--- config.mk ---
export PLATFORM = sky130hd
export DESIGN_NAME = reenc_ber_mon
export DESIGN_NICKNAME = d
export VERILOG_FILES = /design/src/rtl/reenc_ber_pkg.sv /design/src/rtl/reenc_ber_delay.sv /design/src/rtl/reenc_ber_cmp.sv /design/src/rtl/reenc_ber_win.sv /design/src/rtl/reenc_ber_mon.sv
export SDC_FILE = /design/constraint.sdc
export NUM_CORES = 1
export LEC_CHECK = 0
export ABC_AREA = 1
export BUFFER_PORTS_ARGS = -buffer_cell sky130_fd_sc_hd__buf_2
export CORE_ASPECT_RATIO = 0.75
export CORE_MARGIN = 2
export CORE_UTILIZATION = 30
export DETAILED_ROUTE_END_ITERATION = 8
export PLACE_DENSITY = 0.42
export SYNTH_ARGS = -nofsm -noshare
export SYNTH_HDL_FRONTEND = slang
export SYNTH_SLANG_ARGS = --single-unit
--- constraint.sdc ---
create_clock -name clk -period 8.8 [get_ports clk]
set_input_delay 1.76 -clock clk [delete_from_list [all_inputs] [get_ports clk]]
set_output_delay 1.76 -clock clk [all_outputs]
set_load 0.01 [all_outputs]
--- src/rtl/reenc_ber_pkg.sv ---
// Shared types and puncturing tables for the re-encode error monitor.
// Assumes code rates are coded 0..5 as 1/2, 2/3, 3/4, 5/6, 6/7, 7/8.
package reenc_ber_pkg;

    localparam int PAT_W = 8;

    // One received slot with its puncturing keep flags.
    typedef struct packed {
        logic cx;
        logic cy;
        logic kx;
        logic ky;
    } rx_sym_t;

    // Number of slots in one puncturing period.
    function automatic logic [2:0] punct_len(input logic [2:0] rate);
        case (rate)
            3'd1:    return 3'd2;
            3'd2:    return 3'd3;
            3'd3:    return 3'd5;
            3'd4:    return 3'd6;
            3'd5:    return 3'd7;
            default: return 3'd1;
        endcase
    endfunction

    // Keep flags {first, second} for a slot; bit i of each mask is slot i.
    function automatic logic [1:0] punct_keep(input logic [2:0] rate, input logic [2:0] ph);
        logic [PAT_W-1:0] px;
        logic [PAT_W-1:0] py;
        case (rate)
            3'd1:    begin px = 8'b0000_0001; py = 8'b0000_0011; end
            3'd2:    begin px = 8'b0000_0101; py = 8'b0000_0011; end
            3'd3:    begin px = 8'b0001_0101; py = 8'b0000_1011; end
            3'd4:    begin px = 8'b0010_1001; py = 8'b0001_0111; end
            3'd5:    begin px = 8'b0101_0001; py = 8'b0010_1111; end
            default: begin px = 8'b0000_0001; py = 8'b0000_0001; end
        endcase
        return {px[ph], py[ph]};
    endfunction

endpackage

--- src/rtl/reenc_ber_delay.sv ---
// Latency-matching delay line for received pairs.
// Each accepted pair is tagged with its puncturing keep flags on entry,
// so the tag travels with the data and the compare side needs no phase.
// Assumes DEPTH >= 1; the puncture phase restarts when the rate changes.
module reenc_ber_delay
    import reenc_ber_pkg::*;
#(
    parameter int DEPTH = 136
) (
    input  logic       clk,
    input  logic       rst_n,
    input  logic       in_valid,
    input  logic       in_x,
    input  logic       in_y,
    input  logic [2:0] rate,
    input  logic       rate_restart,
    output rx_sym_t    tap
);

    logic [2:0] phase;
    logic [2:0] ph_eff;
    logic [2:0] ph_nxt;
    logic [1:0] keep;
    rx_sym_t    stage [DEPTH];

    // Effective slot phase, its keep flags and the following phase.
    always_comb begin
        ph_eff = rate_restart ? 3'd0 : phase;
        keep   = punct_keep(rate, ph_eff);
        ph_nxt = ((ph_eff + 3'd1) >= punct_len(rate)) ? 3'd0 : ph_eff + 3'd1;
    end

    // Puncture phase counter, advanced once per received slot.
    always_ff @(posedge clk) begin
        if (!rst_n)            phase <= 3'd0;
        else if (in_valid)     phase <= ph_nxt;
        else if (rate_restart) phase <= 3'd0;
    end

    // Shift register of tagged slots, one step per received slot.
    always_ff @(posedge clk) begin
        if (!rst_n) begin
            for (int i = 0; i < DEPTH; i++) stage[i] <= '0;
        end else if (in_valid) begin
            stage[0] <= '{cx: in_x, cy: in_y, kx: keep[1], ky: keep[0]};
            for (int i = 1; i < DEPTH; i++) stage[i] <= stage[i-1];
        end
    end

    assign tap = stage[DEPTH-1];

endmodule

--- src/rtl/reenc_ber_cmp.sv ---
// Re-encodes decoded bits and compares them with the delayed received pair.
// Outputs the number of mismatching sent positions (0..2) for this bit.
// Assumes the encoder state starts at zero and advances only on dec_valid.
module reenc_ber_cmp
    import reenc_ber_pkg::*;
#(
    parameter int             K     = 7,
    parameter logic [K-1:0]   GEN_X = 'o171,
    parameter logic [K-1:0]   GEN_Y = 'o133
) (
    input  logic       clk,
    input  logic       rst_n,
    input  logic       dec_valid,
    input  logic       dec_bit,
    input  rx_sym_t    tap,
    output logic [1:0] err_n
);

    logic [K-2:0] hist;
    logic [K-1:0] win;
    logic         enc_x;
    logic         enc_y;
    logic         mis_x;
    logic         mis_y;

    // Encoder outputs for the current bit and mismatch count on kept positions.
    always_comb begin
        win   = {dec_bit, hist};
        enc_x = ^(win & GEN_X);
        enc_y = ^(win & GEN_Y);
        mis_x = tap.kx & (enc_x ^ tap.cx);
        mis_y = tap.ky & (enc_y ^ tap.cy);
        err_n = {1'b0, mis_x} + {1'b0, mis_y};
    end

    // Encoder history, newest bit in the top position.
    always_ff @(posedge clk) begin
        if (!rst_n)         hist <= '0;
        else if (dec_valid) hist <= {dec_bit, hist[K-2:1]};
    end

endmodule

--- src/rtl/reenc_ber_win.sv ---
// Windowed error accumulator with a held result and a pending flag.
// The window is period << SCALE compared bits; period 0 stops counting.
// Assumes restart is high for one cycle whenever the configuration changes.
module reenc_ber_win #(
    parameter int PER_W = 8,
    parameter int SCALE = 8,
    parameter int CNT_W = 24
) (
    input  logic             clk,
    input  logic             rst_n,
    input  logic             cmp_valid,
    input  logic [1:0]       err_n,
    input  logic             restart,
    input  logic [PER_W-1:0] period,
    input  logic             irq_ack,
    output logic [CNT_W-1:0] result,
    output logic [CNT_W-1:0] acc,
    output logic             done,
    output logic             pending
);

    localparam int LEN_W = PER_W + SCALE;

    logic [LEN_W-1:0] bit_cnt;
    logic [LEN_W-1:0] win_last;
    logic [CNT_W:0]   sum_w;
    logic [CNT_W-1:0] sum_sat;
    logic             active;

    // Window end index, saturating sum and end-of-window detect.
    always_comb begin
        win_last = {period, {SCALE{1'b0}}} - LEN_W'(1);
        active   = cmp_valid && !restart && (period != '0);
        sum_w    = {1'b0, acc} + (CNT_W+1)'(err_n);
        sum_sat  = sum_w[CNT_W] ? '1 : sum_w[CNT_W-1:0];
        done     = active && (bit_cnt == win_last);
    end

    // Accumulator and bit counter, cleared on restart and at window end.
    always_ff @(posedge clk) begin
        if (!rst_n || restart || done) begin
            acc     <= '0;
            bit_cnt <= '0;
        end else if (active) begin
            acc     <= sum_sat;
            bit_cnt <= bit_cnt + LEN_W'(1);
        end
    end

    // Result register, loaded only when a window completes.
    always_ff @(posedge clk) begin
        if (!rst_n)    result <= '0;
        else if (done) result <= sum_sat;
    end

    // Pending flag: set by a new result, cleared by acknowledge.
    always_ff @(posedge clk) begin
        if (!rst_n)       pending <= 1'b0;
        else if (done)    pending <= 1'b1;
        else if (irq_ack) pending <= 1'b0;
    end

endmodule

--- src/rtl/reenc_ber_mon.sv ---
// Top of the re-encode error monitor: delay line, re-encoder/comparator
// and windowed counter, plus configuration change detection.
// Assumes the decoder output lags the received slots by DELAY strobes.
module reenc_ber_mon
    import reenc_ber_pkg::*;
#(
    parameter int           DELAY = 136,
    parameter int           K     = 7,
    parameter logic [K-1:0] GEN_X = 'o171,
    parameter logic [K-1:0] GEN_Y = 'o133,
    parameter int           PER_W = 8,
    parameter int           SCALE = 8,
    parameter int           CNT_W = 24
) (
    input  logic             clk,
    input  logic             rst_n,
    input  logic             rx_valid,
    input  logic             rx_x,
    input  logic             rx_y,
    input  logic             dec_valid,
    input  logic             dec_bit,
    input  logic [2:0]       rate_sel,
    input  logic [PER_W-1:0] period,
    input  logic             irq_en,
    input  logic             irq_ack,
    output logic [CNT_W-1:0] err_count,
    output logic             irq
);

    logic [2:0]       rate_q;
    logic [PER_W-1:0] period_q;
    logic             rate_chg;
    logic             cfg_chg;
    rx_sym_t          tap;
    logic [1:0]       err_n;
    logic [CNT_W-1:0] acc_val;
    logic             win_done;
    logic             irq_pend;

    // Previous configuration, captured every cycle including during reset.
    always_ff @(posedge clk) begin
        rate_q   <= rate_sel;
        period_q <= period;
    end

    // Configuration change detect.
    always_comb begin
        rate_chg = (rate_sel != rate_q);
        cfg_chg  = rate_chg || (period != period_q);
    end

    reenc_ber_delay #(.DEPTH(DELAY)) u_delay (
        .clk          (clk),
        .rst_n        (rst_n),
        .in_valid     (rx_valid),
        .in_x         (rx_x),
        .in_y         (rx_y),
        .rate         (rate_sel),
        .rate_restart (rate_chg),
        .tap          (tap)
    );

    reenc_ber_cmp #(.K(K), .GEN_X(GEN_X), .GEN_Y(GEN_Y)) u_cmp (
        .clk       (clk),
        .rst_n     (rst_n),
        .dec_valid (dec_valid),
        .dec_bit   (dec_bit),
        .tap       (tap),
        .err_n     (err_n)
    );

    reenc_ber_win #(.PER_W(PER_W), .SCALE(SCALE), .CNT_W(CNT_W)) u_win (
        .clk       (clk),
        .rst_n     (rst_n),
        .cmp_valid (dec_valid),
        .err_n     (err_n),
        .restart   (cfg_chg),
        .period    (period),
        .irq_ack   (irq_ack),
        .result    (err_count),
        .acc       (acc_val),
        .done      (win_done),
        .pending   (irq_pend)
    );

    assign irq = irq_pend & irq_en;

endmodule

==> results of run 1 <==
-- layout make-up --
| class | count | area share |
|---|---|---|
| clock inverter | 31 | 0.009921 |
| tap | 1128 | 0.04844 |
| multi-input combinational | 1093 | 0.1647 |
| inverter | 640 | 0.08246 |
| antenna | 2 | 0.0001718 |
| timing repair buffer | 55 | 0.01168 |
| clock buffer | 88 | 0.06347 |
| sequential | 629 | 0.6191 |
-- synth_stat cells, types with 2 or more instances --
library cell,instances,area share
nor3b_1,2,0.00059
nand3b_1,2,0.00059
o21ai_0,26,0.0051
nor2_2,14,0.0034
nand4_1,7,0.0017
nand2_1,238,0.035
nand2_2,3,0.00073
clkbuf_1,65,0.0095
edfxtp_1,544,0.64
nor2_4,4,0.0018
inv_1,637,0.093
buf_2,7,0.0014
ha_1,7,0.0034
buf_6,6,0.0026
o22ai_1,2,0.00049
dfxtp_1,85,0.067
or2_2,3,0.00073
xnor2_1,16,0.0055
nand3_1,37,0.0072
inv_2,2,0.00029
nor3_1,16,0.0031
xor2_1,18,0.0062
nand3_2,6,0.0023
o21ai_1,3,0.00059
nor2_1,644,0.094
a21oi_2,21,0.0072
a21oi_1,15,0.0029
-- stage by stage --
stage          total power, mW  worst slack [ns]  area (sq um)  hold WS [ns]
4_1_cts                  6.588             4.491         29130        0.4712
3_3_place_gp             3.752             3.890         26990        0.4524
5_1_grt                  6.733             4.223         29130        0.5065
2_1_floorplan            3.697             2.190         25590        0.4375
3_5_place_dp             3.757             3.841         26990        0.4621
6_report                 6.458             4.515         29130        0.4756
-- cell families after synthesis --
| kind of cell | Yosys count | synth area share |
|---|---|---|
| AND/OR/NAND/NOR | 982 | 0.1540 |
| buffers and inverters | 719 | 0.1077 |
| flip-flops | 629 | 0.7050 |
| AO/OA/AOI/OAI | 69 | 0.01736 |
| XOR/XNOR | 34 | 0.01164 |
| adder cells (fa/ha/maj) | 8 | 0.004206 |
-- flip-flops by register name, indices dropped and copies added, names as in the netlist --
register and cells:
u_win.acc 24, u_delay.stage 544, u_delay.phase 3, period_q 8
u_cmp.hist 6, u_win.pending 1, rate_q 3, u_win.bit_cnt 16
u_win.result 24
-- metal layers --
layer	GRT usage	vias up	wire length (microns)
li1	-	7505	-
met1	0.1368	6707	21420
met2	0.1351	188	16550
met3	0.02253	98	1623
met4	0.03953	0	1339
met5	0	-	0
-- worst paths after layout --
kind	to	slack [ns]	start	cells after the start
setup / recovery	u_win.acc[14]	4.52	dec_bit	16
hold / removal	u_win.acc[10]	0.48	u_win.acc[10]	2
setup reg to reg	u_win.acc[14]	5.40	u_cmp.hist[3]	15
hold reg to reg	u_win.acc[10]	0.48	u_win.acc[10]	2
-- power by group through the flow --
stage / clock network (mW) / logic (mW) / registers, mW
CTS: 2.89 / 0.243 / 3.45
global placement: 0 / 0.238 / 3.51
global route: 2.99 / 0.278 / 3.47
finish: 2.77 / 0.234 / 3.45
floorplan: 0 / 0.179 / 3.52
detailed placement: 0 / 0.241 / 3.52
-- worst max-delay path, stage by stage --
cell	delay [ns]
buf_2	0.13
xnor2_1	0.26
xor2_1	0.20
xnor2_1	0.14
nand2_1	0.08
fa_1	0.38
inv_1	0.09
ha_1	0.20
nand3_2	0.13
nor3_4	0.24
nand2_2	0.12
nor2_4	0.15
nand3_2	0.39
o21ai_0	0.30
nand2_1	0.10
a21oi_1	0.13
==> summary.md, run 1 <==
| Metric | Value |
|---|---|
| Port Buf Inserts | `44` |
| Worst Tran Pin Value | `1.147 ns` |
| Mapped Area | `0.02558 sq mm` |
| Initial core utilization | `0.3036` |
| Power per cell area | `221.7 mW/mm^2` |
| Sw Pwr | `1.380 mW` |
| # IOs | `45` |
| Total number of vias | `14500` |
| NumNets Final | `~2500` |
| HP Class | `flip-flop to flip-flop` |
| Area grow syn2layout | `13.88%` |
| Multi-input logic area | `0.004800 sq mm` |
| Distinct cells, synth | `38` |
| PostCTS Resize Cnt | `0` |
| RSZ-0062 raised after global routing | `false` |
| Commonest non-fill, non-tap cell in the layout | `nor2_1` |
| Total of max-cap violations | `0` |
| Mapped Nets | `around 2500` |
| Layout Skew | `~0.022 ns` |
| Die Ht | `256.9 microns` |
| Rows | `92` |
| Cts bufs inserted | `slightly below 70` |
| CP Capture Type | `flip-flop` |
| Crit path time final | `4.285 ns` |
| Post-synth top flop | `edfxtp_1` |
| Ratio of cells with drive above 1 in the final layout | `0.08162` |
| Yosys warns | `0` |
| Htree depth | `3` |
| Maximum vdd drop | `0.1256 mV` |
| # fillers | `8525` |
| Async set-reset flop share out of synthesis | `0` |
| Final setup fails | `0` |
| Clk pin slew, worst setup/hold paths | `~0.06 ns` |
| Antenna violations before repair | `0` |
| Net Sw Frac | `0.2137` |
| Sequential-to-total area share from yosys stat | `0.7050` |
| Worst Path Required | `9.32 ns` |
| First-pass GRT wire length | `about 70000 microns` |
| Synthesized area per cell | `10.48 sq um` |
| Hold Buf Count CTS | `0` |
| Latest clock arrival within the worst-skew pair | `roughly 0.60 ns` |
| 1st-iter DRT viols | `998` |
| CTS Sinks | `approximately 630` |
| Int Pwr | `5.078 mW` |
| Width of the die | `341.2 microns` |
| Post-CTS Setup Bufs | `0` |
| Core area | `0.08426 sq mm` |
| Post-synth EDFFs | `544` |
| Maximum clock insertion buffer count | `3` |
| Crit Path Class | `input pin to flip-flop` |
| Vias in the first global route | `14130` |
| Per-cell routed wire length | `11.17 microns` |
| All-Layer GR Usage | `0.09467` |
| Cell total after placement | `around 3500` |
| Die area | `approximately 0.09 sq mm` |
| CP Max Fanout | `20` |
| Setup TNS | `0 ns` |
| DRT Pass-1 Iters | `4` |
| RD Place Congestion | `0.7701` |
| Status | `complete, no violations` |
| Largest net degree at the start of global routing | `193` |
| Pleak | `roughly 12 nW` |
| DRT antenna net count | `0` |
| Worst EP arrival | `4.81 ns` |
| Fmax | `233.4 MHz` |
| Mean number of vias per cell | `about 4.0` |
| DRC viols | `0` |
| Slew Viols, Final | `0` |
| Sequential Area | `0.01804 sq mm` |
| Yosys reg bits | `629` |
| Clock power frac | `0.429` |
| Final Hold Viols | `0` |
| CTS tree | `built` |
| Util after Layout | `0.3458` |
| Final Cycle Share | `0.4869` |
| Gr ovfl total | `0` |
| DRT Wirelength | `roughly 41000 microns` |
| Crit start category | `input pin` |
| Most frequent cells in the layout | `nor2_1, inv_1, edfxtp_1, nand2_1, dfxtp_1` |
| Root buf cell | `clkbuf_16` |
| Post-Synthesis Cells | `between 2000 and 2500` |
| Seq pwr share | `0.535` |
| Layout Cells excl Fill | `3666` |
| Gate power share | `0.036` |
| Slew headroom | `0.2333` |
| Dpl hpwl | `~21000 microns` |
(Power assumes the default switching activity.)
==> run 2, diff against run 1 <==
--- a/config.mk
+++ b/config.mk
@@ -11,7 +11,7 @@
 export CORE_MARGIN = 2
 export CORE_UTILIZATION = 30
 export DETAILED_ROUTE_END_ITERATION = 8
-export PLACE_DENSITY = 0.42
+export PLACE_DENSITY = 0.4
 export SYNTH_ARGS = -nofsm -noshare
 export SYNTH_HDL_FRONTEND = slang
 export SYNTH_SLANG_ARGS = --single-unit
==> constraint.sdc (replaced) <==
create_clock -name clk -period 4 [get_ports clk]
set_input_delay 0.8 -clock clk [delete_from_list [all_inputs] [get_ports clk]]
set_output_delay 0.8 -clock clk [all_outputs]
set_load 0.01 [all_outputs]
==> run 2 against run 1 <==
  * Die area is the same
  * Clock skew shrank 0.0014 ns
  * Global-route usage grew 0.39 points
  * Register-to-register slack lost 4.6 ns
  * Critical path depth shrank 1
  * First-iteration DRC count shrank 17%
  * Sequential power grew 120%
  * Power grew 120%
  * Hold slack lost 0.10 ns
  * Via count grew 0.63%
  * Highest routed layer unchanged
==> summary.md, run 2 (synthesis gave the netlist of run 1 again) <==
| Metric | Value |
|---|---|
| Status | `complete, no violations (unchanged)` |
| Crit start category | `flip-flop (was input pin)` |
| Reg2reg end | `u_win.acc[1] (was u_win.acc[14])` |
| Final Hold Viols | `0 (unchanged)` |
| Area grow syn2layout | `14.74% (was 13.88%)` |
| Setup TNS | `0 ns (unchanged)` |
| Hold Crit Endpoint | `period_q[6] (was u_win.acc[10])` |
| Latest clock arrival within the worst-skew pair | `0.60 ns (about the same)` |
| Dpl hpwl | `22390 microns (was 20960 microns)` |
| Htree depth | `3 (unchanged)` |
| Layout Skew | `0.02071 ns (was 0.02216 ns)` |
| CP Max Fanout | `3 (was 20)` |
| Most frequent cells in the layout | `nor2_1, inv_1, edfxtp_1, nand2_1, dfxtp_1 (unchanged)` |
| Initial core utilization | `0.3036 (unchanged)` |
| Fmax | `311.2 MHz` |
| Largest Register | `u_delay.stage (unchanged)` |
| Critical path's slowest cell | `fa_1 (was nand3_2)` |
| Ratio of cells with drive above 1 in the final layout | `0.08913 (was 0.08162)` |
| Maximum clock insertion buffer count | `3 (unchanged)` |
| Critical hold path startpoint | `period[6] (was u_win.acc[10])` |
| CTS Sinks | `629 (unchanged)` |
| Antenna violations before repair | `0 (unchanged)` |
| Seq pwr share | `0.538 (was 0.535)` |
| Worst EP arrival | `3.75 ns (was 4.81 ns)` |
| Slew headroom | `0.2903 (was 0.2333)` |
| Final Cycle Share | `0.8032` |
| Core area | `0.08426 sq mm (unchanged)` |
| # IOs | `45 (unchanged)` |
| Rows | `92 (unchanged)` |
| Cell total after placement | `3564 (was 3545)` |
| FF-to-FF Start | `u_cmp.hist[3] (unchanged)` |
| Layout Cells excl Fill | `3686 (was 3666)` |
| Crit-path cells | `xor2_1, xor2_1, xnor2_1, nand2_1, fa_1, inv_1, ha_1, nand3_2, nor3_4, buf_4, inv_1, nor3_1, or2_2, nand2_1, a21oi_2 (was buf_2, xnor2_1, xor2_1, xnor2_1, nand2_1, fa_1, inv_1, ha_1, nand3_2, nor3_4, nand2_2, nor2_4, nand3_2, o21ai_0, nand2_1, a21oi_1)` |
| DRC viols | `0 (unchanged)` |
| Total of max-cap violations | `0 (unchanged)` |
| Commonest non-fill, non-tap cell in the layout | `nor2_1 (unchanged)` |
| First-pass GRT wire length | `72310 microns (was 69690 microns)` |
| Clock power frac | `0.423 (was 0.429)` |
| Clk pin slew, worst setup/hold paths | `0.06 ns (about the same)` |
| Die Ht | `256.9 microns (unchanged)` |
| Port Buf Inserts | `44 (unchanged)` |
| Int Pwr | `11.05 mW (was 5.078 mW)` |
| Power per cell area | `480.5 mW/mm^2 (was 221.7 mW/mm^2)` |
| Largest register FFs | `544 (unchanged)` |
| Net Sw Frac | `0.2165 (was 0.2137)` |
| Diode count | `0 (was 2)` |
| Hold path cells | `1 (was 2)` |
| DRT Wirelength | `41920 microns (was 40930 microns)` |
| CP top delay family | `simple AND/OR/NAND/NOR gates (unchanged)` |
| Worst Path Required | `4.53 ns (was 9.32 ns)` |
| Hold Buf Count CTS | `0 (unchanged)` |
| Slowest cell delay on critical path | `0.40 ns (was 0.39 ns)` |
| Post-CTS Setup Bufs | `0 (unchanged)` |
| CTS tree | `built (unchanged)` |
| Width of the die | `341.2 microns (unchanged)` |
| Largest registers | `u_delay.stage: 544 flops, u_win.acc: 24 flops, u_win.result: 24 flops (unchanged)` |
| Final setup fails | `0 (unchanged)` |
| Sw Pwr | `3.054 mW (was 1.380 mW)` |
| Total number of vias | `14590 (was 14500)` |
| Worst Reg2Reg Path Length in Cells | `15 (unchanged)` |
| PostCTS Resize Cnt | `0 (unchanged)` |
| CP Capture Type | `flip-flop (unchanged)` |
| RD Place Congestion | `0.7754 (was 0.7701)` |
| Maximum vdd drop | `0.3004 mV (was 0.1256 mV)` |
| RSZ-0062 raised after global routing | `false (unchanged)` |
| Die area | `0.08765 sq mm (unchanged)` |
| DRT Pass-1 Iters | `5 (was 4)` |
| Mean number of vias per cell | `3.958 (was 3.955)` |
| Gate power share | `0.038 (was 0.036)` |
| Gr ovfl total | `0 (unchanged)` |
| Vias in the first global route | `14380 (was 14130)` |
| Root buf cell | `clkbuf_16 (unchanged)` |
| Crit path time final | `3.213 ns` |
| NumNets Final | `2534 (was 2515)` |
| Per-cell routed wire length | `11.37 microns (was 11.17 microns)` |
| Cts bufs inserted | `68 (unchanged)` |
| Slew Viols, Final | `0 (unchanged)` |
| 1st-iter DRT viols | `824 (was 998)` |
| HP Class | `input pin to flip-flop (was flip-flop to flip-flop)` |
| All-Layer GR Usage | `0.09862 (was 0.09467)` |
| Buf/Inv on CP | `3 (was 2)` |
| Largest net degree at the start of global routing | `222 (was 193)` |
| DRT antenna net count | `0 (unchanged)` |
| Crit Path Class | `flip-flop to flip-flop (was input pin to flip-flop)` |
| Worst Tran Pin Value | `1.065 ns (was 1.147 ns)` |
| R2r setup slk | `0.79 ns (was 5.40 ns)` |
| Pleak | `12.01 nW (was 11.89 nW)` |
[run 2: area by class of cell]
class / instances / area [sq um]
fillers: 8616 / 54910
flip-flops and latches: 629 / 18040
multi-input cells: 1093 / 4800
inverters: 640 / 2405
clock buffers: 89 / 1844
well taps: 1128 / 1411
repair buffers: 74 / 608.1
clock inverters: 33 / 247.7
[run 2: worst register-to-register path, cell delays in order, from the launching register on]
cell,delay (ns)
dfxtp_1,0.36
xor2_1,0.31
xor2_1,0.23
xnor2_1,0.15
nand2_1,0.08
fa_1,0.40
inv_1,0.09
ha_1,0.20
nand3_2,0.14
nor3_4,0.19
buf_4,0.16
inv_1,0.05
nor3_1,0.37
or2_2,0.21
nand2_1,0.06
a21oi_2,0.13
[run 2: stage by stage]
| stage | utilization | worst slack, ns | total power [mW] | hold WS [ns] | instance area (sq um) |
|---|---|---|---|---|---|
| floorplan | - | -1.384 | 8.135 | 0.4375 | 25610 |
| CTS | 0.3484 | 0.7452 | 14.41 | 0.3215 | 29350 |
| finish | 0.3484 | 0.7870 | 14.10 | 0.3722 | 29350 |
| global route | 0.3484 | 0.4566 | 14.76 | 0.3284 | 29350 |
| global placement | 0.3235 | 0.2520 | 8.277 | 0.4498 | 27260 |
| detailed placement | 0.3235 | 0.1936 | 8.289 | 0.4700 | 27260 |
[run 2: per-layer routing]
metal,global-route usage,share of wire
met5,0,0
met4,0.03194,0.025
met3,0.02704,0.041
met2,0.1423,0.41
met1,0.1425,0.52
[run 2: power by group through the flow]
stage | sequential [mW] | clock (mW) | combinational (mW)
detailed placement | 7.73 | 0 | 0.558
global route | 7.63 | 6.49 | 0.646
floorplan | 7.74 | 0 | 0.396
CTS | 7.60 | 6.25 | 0.564
finish | 7.59 | 5.97 | 0.542
global placement | 7.73 | 0 | 0.552
[run 2: how the worst max path moves through the flow]
| stage | start | cells after the start | slack, ns | endpoint |
|---|---|---|---|---|
| after floorplan | rst_n | 3 | -1.38 | u_delay.stage[0][0] |
| final | u_cmp.hist[3] | 15 | 0.79 | u_win.acc[1] |
| after global placement | dec_bit | 18 | 0.25 | u_win.result[18] |
| after CTS | u_cmp.hist[4] | 15 | 0.75 | u_win.acc[1] |
| after detailed placement | dec_bit | 16 | 0.19 | u_win.acc[1] |
| after global routing | u_cmp.hist[4] | 16 | 0.46 | u_win.acc[10] |
